File: config.mk
export PLATFORM = sky130hd
export DESIGN_NAME = adc_sched
export DESIGN_NICKNAME = d
export VERILOG_FILES = /design/src/rtl/adc_sched.sv
export SDC_FILE = /design/constraint.sdc
export NUM_CORES = 1
export LEC_CHECK = 0
export BUFFER_PORTS_ARGS = -buffer_cell sky130_fd_sc_hd__buf_2
export CORE_ASPECT_RATIO = 1.25
export CORE_MARGIN = 8
export CORE_UTILIZATION = 30
export DETAILED_ROUTE_END_ITERATION = 16
export GPL_TIMING_DRIVEN = 0
export PLACE_DENSITY = 0.59
export SKIP_CTS_REPAIR_TIMING = 1
export SLEW_MARGIN = 20
export SYNTH_ARGS = -nofsm -noshare
export SYNTH_HDL_FRONTEND = slang
export SYNTH_SLANG_ARGS = --single-unit
File: constraint.sdc
create_clock -name clk -period 3.6 [get_ports clk]
set_input_delay 0.54 -clock clk [delete_from_list [all_inputs] [get_ports clk]]
set_output_delay 0.54 -clock clk [all_outputs]
set_load 0.01 [all_outputs]
File: src/rtl/adc_sched.sv
module adc_sched #(
  parameter int DW          = 10,
  parameter int LIGHT_TICKS = 256,
  parameter int POT_TICKS   = 50
) (
  input  logic          clk,
  input  logic          rst,
  input  logic          tick,
  output logic          conv_start,
  output logic [1:0]    conv_chan,
  input  logic          conv_done,
  input  logic [DW-1:0] conv_data,
  output logic [DW-1:0] amp_data,
  output logic          amp_valid,
  output logic [DW-1:0] light_data,
  output logic          light_valid,
  output logic [DW-1:0] pot_data,
  output logic          pot_valid
);
  localparam int LW = (LIGHT_TICKS > 1) ? $clog2(LIGHT_TICKS) : 1;
  localparam int PW = (POT_TICKS > 1) ? $clog2(POT_TICKS) : 1;
  localparam logic [1:0] CH_AMP = 2'd0, CH_LIGHT = 2'd1, CH_POT = 2'd2;

  logic          busy, start_q, pend_l, pend_p;
  logic [1:0]    chan_q, next_chan;
  logic [LW-1:0] lcnt;
  logic [PW-1:0] pcnt;

  wire l_due   = tick && (lcnt == LW'(LIGHT_TICKS - 1));
  wire p_due   = tick && (pcnt == PW'(POT_TICKS - 1));
  wire done_ok = busy && conv_done;

  assign next_chan  = pend_p ? CH_POT : (pend_l ? CH_LIGHT : CH_AMP);
  assign conv_start = start_q;
  assign conv_chan  = chan_q;

  always_ff @(posedge clk) begin
    if (rst) begin
      busy        <= 1'b0;
      start_q     <= 1'b0;
      pend_l      <= 1'b0;
      pend_p      <= 1'b0;
      chan_q      <= CH_AMP;
      lcnt        <= '0;
      pcnt        <= '0;
      amp_data    <= '0;
      light_data  <= '0;
      pot_data    <= '0;
      amp_valid   <= 1'b0;
      light_valid <= 1'b0;
      pot_valid   <= 1'b0;
    end else begin
      start_q     <= 1'b0;
      amp_valid   <= 1'b0;
      light_valid <= 1'b0;
      pot_valid   <= 1'b0;

      if (tick) begin
        lcnt <= l_due ? '0 : lcnt + 1'b1;
        pcnt <= p_due ? '0 : pcnt + 1'b1;
      end

      if (done_ok) begin
        busy <= 1'b0;
        case (chan_q)
          CH_LIGHT: begin light_data <= conv_data; light_valid <= 1'b1; end
          CH_POT:   begin pot_data   <= conv_data; pot_valid   <= 1'b1; end
          default:  begin amp_data   <= conv_data; amp_valid   <= 1'b1; end
        endcase
      end

      if (!busy) begin
        busy    <= 1'b1;
        start_q <= 1'b1;
        chan_q  <= next_chan;
        if (next_chan == CH_POT)   pend_p <= 1'b0;
        if (next_chan == CH_LIGHT) pend_l <= 1'b0;
      end

      if (l_due) pend_l <= 1'b1;
      if (p_due) pend_p <= 1'b1;
    end
  end

  p_no_start_busy_r5: assert property (@(posedge clk) disable iff (rst)
    (busy && !conv_done) |=> !conv_start);

  p_chan_hold_r5: assert property (@(posedge clk) disable iff (rst)
    (busy && !conv_done) |=> $stable(conv_chan));

  p_one_valid_r6: assert property (@(posedge clk) disable iff (rst)
    $onehot0({amp_valid, light_valid, pot_valid}));

  p_pot_pulse_r6: assert property (@(posedge clk) disable iff (rst)
    pot_valid |=> !pot_valid);

  p_light_pulse_r6: assert property (@(posedge clk) disable iff (rst)
    light_valid |=> !light_valid);

  p_resume_r7: assert property (@(posedge clk) disable iff (rst)
    (light_valid && !pend_p && !pend_l && !tick) |=> (conv_start && conv_chan == CH_AMP));

  p_order_r8: assert property (@(posedge clk) disable iff (rst)
    (conv_start && conv_chan == CH_LIGHT) |-> !$past(pend_p));
endmodule

[After elaboration in Yosys (flattened, before gate mapping)]
Cells that the tools add are included.
Widths: inputs -> output; s select.
Word-level totals
  output and inout bits: 36
  word-level logic and storage cells: 53
  latch bits: 0
  memory bits (read-only): 0
  memory bits (writable): 0
  register bits: 53
  bits of input ports: 14
  memories kept: 0
Operators by class
  multiplexer cells: 16
  shift operators: 0
  order comparisons: 0
  divide/modulo/power cells: 0
  reduce and logical (&&, ||, !) cells: 12
  equal/unequal tests: 8
  multipliers: 0
  bitwise operators: 2
  add/sub/neg operators: 2
Operators by type and width (count)
  $mux 1: 13
  $reduce_and 2->1: 5
  $add 8x1->8 const B: 1
  $eq 8x8->1 const B: 1
  $mux 8: 1
  $add 6x1->6 const B: 1
  $eq 6x6->1 const B: 1
  $mux 6: 1
  $eq 2x1->1 const B: 2
  $eq 2x2->1 const B: 2
  $ne 2x1->1 const B: 2
  $reduce_bool 2->1: 2
  $reduce_or 2->1: 2
  $logic_and 1x1->1: 3
  $mux 2: 1
  $not 1->1: 2

[Longest topological paths before layout]
Gate-level depths: netlist of the first run.
  depth in word-level cells: 6
  mapped depth: 6
  gate-level depth less buffers: 5

[Least setup slack after synthesis of the first run]
No wires, ideal clock.
  kind: register -> register
  from: register chan_q[0] (netlist: conv_chan[0])
  to: register amp_data[2]
  arrival time: 1296 ps
  slack: 2233 ps
  library setup time: 71 ps
  path buffers: 1
  clock period less this slack: 1367 ps
  stages on the path, launching flop included: 7
  data required time: 3529 ps
  cells stage by stage: dfxtp_1 -> inv_1 -> ha_1 -> nand3_1 -> clkbuf_1 -> nand2_1 -> a21oi_1
Between the ends
  longest elaborated chain between the ends: 4
  elaborated cells between the ends (all ways): 5
  those cells by class: 2 x eq/ne; 1 x bitwise; 2 x reduce/logical
Ends and longest elaborated chain
  start, declared: RTL line 25  | logic [1:0] chan_q, next_chan;
  start signal, assigned: RTL line 75  | chan_q <= next_chan;
  $eq 2x2->1 / $eq 2x1->1 (equally long branches): RTL line 65  | case (chan_q)
  $reduce_or 2->1 (no source line) (*)
  $not 1->1 (no source line) (*)
  $reduce_and 2->1 (no source line) (*)
  end signal, assigned: RTL line 46  | amp_data <= '0;
  end signal, assigned: RTL line 68  | default: begin amp_data <= conv_data; amp_valid <= 1'b1; end
  end, declared: RTL line 13  | output logic [DW-1:0] amp_data,
Mark *: on every way between the ends. The rest lies on a longest branch, timed or not.
A chain may end at the register's enable or synchronous reset.

[Final worst setup path of the first run]
  from: register chan_q[0] (netlist: conv_chan[0])
  to: register amp_data[3]
Same word-level chain as after synthesis.

==> impl_metrics.py, run 1 <==
metrics = {
    "outcome": {
        "outcome": "complete, no violations",
    },
    "worst_setup_path": {
        "critPathLaunch": "conv_chan[0]",
        "crit_arrival_ns": 1.85,
        "crit_path_end": "amp_data[3]",
        "slowest_stage": "clkbuf_1",
        "end_kind": "flip-flop",
        "slowest_delay_ns": 0.43,
        "r2r_end": "amp_data[3]",
        "r2r-start": "conv_chan[0]",
        "cp-start-kind": "flip-flop",
        "crit_fanout": 10,
        "ff2ff_setup_slack_ns": 1.98,
        "crit_required_ns": 3.82,
        "worstRegToRegCells": 6,
        "setup.worst_path.class": "flip-flop to flip-flop",
        "crit_chain": "inv_1 > ha_1 > nand3_1 > clkbuf_1 > nand2_1 > a21oi_1",
    },
    "clock_network": {
        "clock-sinks": 53,
        "clk_pin_slew_ns": 0.09,
        "insertion_delay_ns": 0.30,
        "tritoncts": "done",
        "h-tree-depth": 2,
        "clock_path_buffers": 2,
        "cts-root-buf": "clkbuf_8",
        "numCtsBuffers": 5,
    },
    "detailed_routing": {
        "drcViolationCount": 0,
        "avgViaCountPerCell": 4.67,
        "drt_iter0_drc": 48,
        "drt.antenna.violating_nets": 0,
        "drtPass1Iterations": 4,
        "wl_per_cell_um": 13.4,
        "routed_wl_um": 5180,
        "vias": 1801,
    },
    "logic_synthesis": {
        "synth_adder_area_share": 0.0306,
        "ys_types": 32,
        "syn_inst": 243,
        "synth_seq_cells": 53,
        "netlist_area_mm2": 0.00204,
        "synth_top_family_by_area": "simple AND/OR/NAND/NOR gates",
        "synth_simple_gate_area_frac": 0.236,
        "ys_seq_area_frac": 0.519,
        "synth_compound_area_frac": 0.136,
        "avgSynthCellArea_um2": 8.41,
        "syn-num-nets": 262,
        "synth-xor-area-share": 0.0257,
        "muxShareOfSynthArea": 0.00980,
        "ys.warnings.count": 0,
    },
    "run": {
        "maxCapViolations": 0,
    },
    "worst_hold_path": {
        "worstHoldPathCells": 2,
        "hold_class": "flip-flop to flip-flop",
    },
    "die": {
        "start_util": 0.311,
        "chipWidth_um": 89.8,
        "die_y_um": 108,
        "rows": 33,
        "coreArea_mm2": 0.00657,
        "io_pins": 50,
        "die-area_mm2": 0.00972,
    },
    "global_routing": {
        "grt_use_total": 0.111,
        "grt_pass1_wl_um": 8850,
        "grt_antenna_before_repair": 0,
        "grt_pass1_vias": 1807,
        "use_met3": 0.0333,
        "gr-max-usage-layer": "met2",
        "grt_max_degree": 16,
        "use_met1": 0.128,
        "met2_usage": 0.195,
        "overflow": 0,
    },
    "timing": {
        "rsz0062_at_grt": "false",
        "setup_tns_ns": 0,
        "fmax_mhz": 616,
        "final.min_clock_period_ns": 1.62,
        "finalHoldViolCount": 0,
        "min_period_over_period": 0.451,
        "setup_viol": 0,
        "relSlewSlack": 0.646,
        "tightest_slew_ns": 0.531,
        "slew_viol_final": 0,
        "skew_ns": 0.00597,
    },
    "finish": {
        "fin_util": 0.377,
        "finalNetCount": 317,
        "fill_cells": 690,
        "area_growth_pct": 21.1,
        "design_area_mm2": 0.00247,
        "drive_above_1_share": 0.211,
        "diodes": 0,
        "layout_commonest_cell": "nand2_1",
        "mostFrequentLayoutCells": "65 x nand2_1, 53 x dfxtp_1, 52 x buf_2, 34 x a21oi_1, 12 x clkbuf_1",
    },
    "place": {
        "hpwl_um": 3890,
        "place_congestion": 0.775,
        "placed_cell_area_mm2": 0.00239,
        "port-buffer-count": 48,
    },
    "power_and_ir_drop": {
        "irDropWorstVdd_mv": 0.194,
        "finalPower_w": 0.000987,
        "power_density_mw_per_mm2": 399,
        "power_leakage_nw": 1.01,
    },
}
==> worst min path at each step <==
stage                   from       endpoint  slack, ns
2_1_floorplan         pend_l   conv_chan[0]       0.45
3_3_place_gp   light_data[8]  light_data[8]       0.44
3_5_place_dp   light_data[7]  light_data[7]       0.44
4_1_cts        light_data[7]  light_data[7]       0.46
5_1_grt          amp_data[6]    amp_data[6]       0.47
6_report       light_data[1]  light_data[1]       0.45
==> report_power, final <==
part / internal, W / switching (W) / leakage [nW]
combinational: 0.0000233 / 0.0000406 / 0.539
sequential: 0.000596 / 0.00000837 / 0.429
clock: 0.000135 / 0.000183 / 0.0450
total: 0.000755 / 0.000232 / 1.01
==> area by class of cell <==
type / count / area, um2 / area share
flip-flops and latches: 53 / 1060 / 0.429
clock buffers: 6 / 72.6 / 0.0293
plain buffers: 15 / 61.3 / 0.0248
clock inverters: 2 / 10.0 / 0.00404
inverters: 7 / 26.3 / 0.0106
multi-input cells: 168 / 895 / 0.361
well taps: 87 / 109 / 0.0440
repair buffers: 48 / 240 / 0.0971
==> worst max-delay path, delay by kind of cell (launching register included) <==
| family | cells | cell delay [ns] |
|---|---|---|
| adders and majority gates | 1 | 0.30 |
| buffers and inverters | 2 | 0.49 |
| AOI/OAI and AO/OA | 1 | 0.16 |
| and+or+nand+nor | 2 | 0.21 |
| DFF | 1 | 0.39 |
==> per-stage QoR <==
step | hold WS [ns] | cells | setup WS [ns]
global route | 0.469 | 386 | 1.80
finish | 0.454 | 386 | 1.98
floorplan | 0.454 | 243 | 2.23
detailed placement | 0.444 | 378 | 2.00
global placement | 0.439 | 378 | 2.01
CTS | 0.457 | 386 | 1.96
==> synthesized netlist by cell type <==
| library cell | count | area share |
|---|---|---|
| nand2b_1 | 3 | 0.0092 |
| and3_1 | 4 | 0.012 |
| a41oi_1 | 1 | 0.0043 |
| clkbuf_1 | 11 | 0.020 |
| or3_1 | 2 | 0.0061 |
| a211oi_2 | 1 | 0.0061 |
| inv_1 | 7 | 0.013 |
| o211ai_1 | 2 | 0.0073 |
| nand4b_1 | 1 | 0.0043 |
| o21ai_0 | 3 | 0.0073 |
| or3b_2 | 1 | 0.0043 |
| nand3_1 | 7 | 0.017 |
| nor2_1 | 10 | 0.018 |
| o22ai_1 | 1 | 0.0031 |
| and2_1 | 1 | 0.0031 |
| a21oi_1 | 34 | 0.083 |
| a22oi_1 | 1 | 0.0037 |
| nor3b_2 | 1 | 0.0061 |
| o21a_1 | 2 | 0.0073 |
| nand4_1 | 3 | 0.0092 |
| nor3_1 | 7 | 0.017 |
| a32o_1 | 1 | 0.0049 |
| nor2b_1 | 1 | 0.0031 |
| dfxtp_1 | 53 | 0.52 |
| nand4_2 | 1 | 0.0061 |
| ha_1 | 5 | 0.031 |
| a311oi_1 | 1 | 0.0043 |
| buf_2 | 4 | 0.0098 |
| mux2i_1 | 2 | 0.0098 |
| nand2_1 | 65 | 0.12 |
| a211o_1 | 1 | 0.0043 |
| xor2_1 | 6 | 0.026 |
==> layer usage <==
| metal | share of wire | wire (um) |
|---|---|---|
| met2 | 0.48 | 2510 |
| met4 | 0.0095 | 49 |
| met3 | 0.051 | 265 |
| met1 | 0.45 | 2360 |
| met5 | 0 | 0 |
==> state kept, by name, summed over array words and instances (netlist names) <==
name and flops:
conv_start 1, light_valid 1, pcnt 6, pot_data 10, pot_valid 1, amp_data 10, amp_valid 1, conv_chan 2
busy 1, lcnt 8, pend_l 1, light_data 10, pend_p 1
==> kinds of logic (layout without fill, tap and decap cells) <==
group | Yosys count | in the layout
flops | 53 | 53
compound gates | 48 | 48
mux | 2 | 2
simple gates | 107 | 107
fa+ha+maj | 5 | 5
xor+xnor | 6 | 6
buf+inv | 22 | 78
Note: power is estimated with default switching activity, not from simulation.
==> run 2, diff against run 1 <==
- PLACE_DENSITY: 0.59 -> 0.61
- clock period: 3.6 -> 1.4 ns (I/O delays scaled with it)
==> impl_metrics.py, run 2 (synthesis gave the netlist of run 1 again) <==
metrics = {
    "outcome": {
        "outcome": "complete, no violations",
    },
    "worst_setup_path": {
        "worstRegToRegCells": 4,
        "end_kind": "flip-flop",
        "r2r-start": "pcnt[0]",
        "r2r_end": "pcnt[4]",
        "crit_required_ns": 1.58,
        "cp-start-kind": "flip-flop",
        "crit_fanout": 5,
        "critPathBufInv": 0,
        "slowest_delay_ns": 0.38,
        "slowest_stage": "dfxtp_2",
        "crit_family": "simple AND/OR/NAND/NOR gates",
        "setup.worst_path.class": "flip-flop to flip-flop",
        "crit_arrival_ns": 1.50,
        "ff2ff_setup_slack_ns": 0.08,
        "crit_chain": "ha_1 > nand4b_1 > nor3b_4 > nor3_1",
    },
    "global_routing": {
        "grt_use_total": 0.110,
        "grt_pass1_vias": 1740,
        "overflow": 0,
        "grt_pass1_wl_um": 8770,
        "grt_max_degree": 16,
        "grt_antenna_before_repair": 0,
    },
    "finish": {
        "diodes": 0,
        "area_growth_pct": 23.4,
        "fill_cells": 684,
        "drive_above_1_share": 0.252,
        "layout_commonest_cell": "nand2_1",
        "design_area_mm2": 0.00252,
        "mostFrequentLayoutCells": "65 x nand2_1, 52 x buf_2, 47 x dfxtp_1, 34 x a21oi_1, 10 x nor2_1",
        "finalNetCount": 316,
        "reg_top3": "amp_data (10), light_data (10), pot_data (10)",
    },
    "timing": {
        "setup_viol": 0,
        "finalHoldViolCount": 0,
        "fmax_mhz": 756,
        "min_period_over_period": 0.945,
        "slew_viol_final": 0,
        "tightest_slew_ns": 0.558,
        "relSlewSlack": 0.628,
        "setup_tns_ns": 0,
        "skew_ns": 0.00387,
        "final.min_clock_period_ns": 1.32,
    },
    "worst_hold_path": {
        "hold_class": "input pin to flip-flop",
        "min_to": "light_data[8]",
        "worstHoldPathCells": 3,
        "worstHoldStart": "conv_data[8]",
    },
    "detailed_routing": {
        "route.met2.wl_um": 2510,
        "drt.antenna.violating_nets": 0,
        "avgViaCountPerCell": 4.65,
        "wl_met3_um": 346,
        "vias": 1790,
        "routed_wl_um": 5180,
        "wl_per_cell_um": 13.4,
        "top_layer": "met4",
        "drt_iter0_drc": 87,
        "drcViolationCount": 0,
        "m1WireLength_um": 2230,
        "drtPass1Iterations": 4,
    },
    "clock_network": {
        "clock-sinks": 53,
        "insertion_delay_ns": 0.30,
        "numCtsBuffers": 5,
        "clock_path_buffers": 2,
        "clk_pin_slew_ns": 0.09,
        "tritoncts": "done",
        "cts-root-buf": "clkbuf_8",
        "h-tree-depth": 2,
    },
    "die": {
        "start_util": 0.311,
        "chipWidth_um": 89.8,
        "die_y_um": 108,
        "io_pins": 50,
        "die-area_mm2": 0.00972,
        "coreArea_mm2": 0.00657,
        "rows": 33,
    },
    "place": {
        "port-buffer-count": 48,
        "place_congestion": 0.707,
        "placed_cell_area_mm2": 0.00239,
        "hpwl_um": 3870,
    },
    "run": {
        "maxCapViolations": 0,
    },
    "power_and_ir_drop": {
        "power_density_mw_per_mm2": 1020,
        "finalPower_w": 0.00256,
        "irDropWorstVdd_mv": 0.457,
        "power_leakage_nw": 1.03,
    },
}
## run 2: cell types whose count changed in the layout (fill, tap and decap cells not counted), moves of 2 or more
cell,previous run,this run
buf_6,0,2
clkinv_2,2,0
dfxtp_1,53,47
clkbuf_1,12,8
dfxtp_2,0,6
## run 2: worst register-to-register path, cell delays in order (launching register included)
cell	delay, ns
dfxtp_2	0.38
ha_1	0.16
nand4b_1	0.21
nor3b_4	0.36
nor3_1	0.09
## run 2: worst max path at each step
stage                 startpoint          end  cells after the start
global route             pcnt[1]      pcnt[2]                      5
global placement    conv_chan[0]  amp_data[7]                      6
finish                   pcnt[0]      pcnt[4]                      4
floorplan           conv_chan[0]  amp_data[2]                      6
CTS                 conv_chan[0]  amp_data[0]                      6
detailed placement  conv_chan[0]  amp_data[0]                      6
## run 2: final cells by class
type | count | area (um2) | share of cell area
Clock inverter | 1 | 7.51 | 0.00298
Timing Repair Buffer | 49 | 248 | 0.0983
Multi-Input combinational cell | 168 | 916 | 0.363
Tap cell | 87 | 109 | 0.0432
Inverter | 7 | 26.3 | 0.0104
Buffer | 13 | 70.1 | 0.0278
Sequential cell | 53 | 1070 | 0.424
Clock buffer | 7 | 76.3 | 0.0303
## run 2: layer usage
metal,track usage,vias up
met5,0,-
met2,0.195,51
met4,0.0509,0
met3,0.0347,5
li1,-,916
met1,0.119,818
## run 2: power by group
group | total (W) | internal [W] | switching [W] | leakage (nW)
clock | 0.000829 | 0.000355 | 0.000474 | 0.0385
combinational | 0.000171 | 0.0000654 | 0.000106 | 0.564
sequential | 0.00156 | 0.00154 | 0.0000229 | 0.432
total | 0.00256 | 0.00196 | 0.000603 | 1.03
## run 2: stage by stage
step	instances	hold WS, ns	utilization	setup slack, ns
floorplan	243	0.306	-	0.0329
global placement	378	0.439	0.364	-0.215
detailed placement	378	0.447	0.364	-0.265
CTS	386	0.148	0.377	-0.298
global route	385	0.149	0.384	-0.0144
finish	385	0.154	0.384	0.0770
==> run 3, diff against run 2 <==
- CTS_BUF_LIST: not set -> sky130_fd_sc_hd__clkbuf_16
- PLACE_DENSITY: 0.61 -> 0.59
- clock period: 1.4 -> 1.6 ns (I/O delays scaled with it)
==> impl_metrics.py, run 3 (synthesis gave the netlist of run 1 again) <==
metrics = {
    "clock_network": {
        "insertion_delay_ns": 0.28,
        "numCtsBuffers": 5,
        "clock-sinks": 53,
        "clock_path_buffers": 2,
        "tritoncts": "done",
        "h-tree-depth": 2,
        "cts-root-buf": "clkbuf_16",
        "clk_pin_slew_ns": 0.06,
    },
    "worst_setup_path": {
        "end_kind": "flip-flop",
        "crit_required_ns": 1.81,
        "setup.worst_path.class": "flip-flop to flip-flop",
        "r2r_end": "amp_data[3]",
        "ff2ff_setup_slack_ns": 0.20,
        "cp-start-kind": "flip-flop",
        "crit_arrival_ns": 1.61,
        "r2r-start": "conv_chan[0]",
        "crit_fanout": 10,
        "worstRegToRegCells": 6,
    },
    "die": {
        "chipWidth_um": 89.8,
        "die_y_um": 108,
        "coreArea_mm2": 0.00657,
        "die-area_mm2": 0.00972,
        "rows": 33,
        "start_util": 0.311,
        "io_pins": 50,
    },
    "power_and_ir_drop": {
        "power_density_mw_per_mm2": 998,
        "power_leakage_nw": 1.04,
        "finalPower_w": 0.00252,
        "irDropWorstVdd_mv": 0.446,
    },
    "timing": {
        "min_period_over_period": 0.875,
        "slew_viol_final": 0,
        "setup_viol": 0,
        "final.min_clock_period_ns": 1.40,
        "rsz0062_at_grt": "false",
        "fmax_mhz": 714,
        "setup_tns_ns": 0,
        "fin_ws_ns": 0.199,
        "holdWs_ns": 0.206,
        "skew_ns": 0.00241,
        "finalHoldViolCount": 0,
        "relSlewSlack": 0.645,
        "tightest_slew_ns": 0.531,
    },
    "place": {
        "port-buffer-count": 48,
        "dp_slack_ns": -0.00250,
        "place_congestion": 0.775,
        "hpwl_um": 3890,
    },
    "finish": {
        "layout_commonest_cell": "nand2_1",
        "diodes": 0,
        "finalNetCount": 314,
        "fin_util": 0.385,
        "area_growth_pct": 23.7,
        "reg_top3": "amp_data (10), light_data (10), pot_data (10)",
        "mostFrequentLayoutCells": "65 x nand2_1, 53 x dfxtp_1, 52 x buf_2, 34 x a21oi_1, 10 x nor2_1",
        "drive_above_1_share": 0.223,
    },
    "detailed_routing": {
        "avgViaCountPerCell": 4.72,
        "drt_iter0_drc": 57,
        "drcViolationCount": 0,
        "drt.antenna.violating_nets": 0,
        "vias": 1807,
        "drtPass1Iterations": 4,
        "wl_per_cell_um": 13.6,
        "routed_wl_um": 5220,
    },
    "global_routing": {
        "overflow": 0,
        "grt_use_total": 0.112,
        "grt_antenna_before_repair": 0,
        "grt_pass1_vias": 1803,
        "grt_pass1_wl_um": 8910,
        "grt_max_degree": 16,
    },
    "worst_hold_path": {
        "min_to": "busy",
        "hold_class": "input pin to flip-flop",
        "worstHoldStart": "conv_done",
        "worstHoldPathCells": 2,
    },
    "outcome": {
        "outcome": "complete, no violations",
    },
    "run": {
        "maxCapViolations": 0,
    },
}
-- run 3: routing by layer --
metal  wire, um  vias to the layer above  track usage  part of all wire
met5          0                        -            0                 0
met2       2580                       47        0.197              0.49
met3        257                        5       0.0333             0.049
li1           -                      915            -                 -
met4         32                        0       0.0291            0.0061
met1       2350                      840        0.130              0.45
-- run 3: final cells by class --
type / count / area [um2]
Clock buffer: 5 / 125
Tap cell: 87 / 109
Multi-Input combinational cell: 168 / 900
Timing Repair Buffer: 48 / 240
Fill cell: 681 / 4040
Clock inverter: 3 / 13.8
Buffer: 12 / 52.6
Inverter: 7 / 26.3
Sequential cell: 53 / 1060
-- run 3: worst max path at each step --
stage / from / end / slack, ns / cells after the start
5_1_grt: conv_chan[0] / amp_data[2] / 0.01 / 6
6_report: conv_chan[0] / amp_data[3] / 0.20 / 6
3_3_place_gp: conv_chan[0] / amp_data[2] / 0.05 / 6
3_5_place_dp: conv_chan[0] / amp_data[3] / -0.003 / 6
4_1_cts: conv_chan[0] / amp_data[3] / -0.02 / 6
2_1_floorplan: conv_chan[0] / amp_data[2] / 0.23 / 6
-- run 3: power breakdown --
| group | switching [W] | leakage [nW] | total (W) | internal (W) |
|---|---|---|---|---|
| registers | 0.0000190 | 0.429 | 0.00136 | 0.00134 |
| clock network | 0.000448 | 0.0748 | 0.00102 | 0.000569 |
| logic | 0.0000911 | 0.541 | 0.000144 | 0.0000527 |
| total | 0.000558 | 1.04 | 0.00252 | 0.00196 |
-- run 3: stage by stage --
step                      instances  area (um2)
after floorplan                 243        2040
final                           383        2530
after global placement          378        2390
after global routing            383        2530
after detailed placement        378        2390
after CTS                       386        2530
-- run 3: critical path, stage by stage, from the launching register on --
cell      delay (ns)
dfxtp_1         0.39
inv_1           0.06
ha_1            0.30
nand3_1         0.10
clkbuf_2        0.25
nand2_1         0.08
a21oi_1         0.14
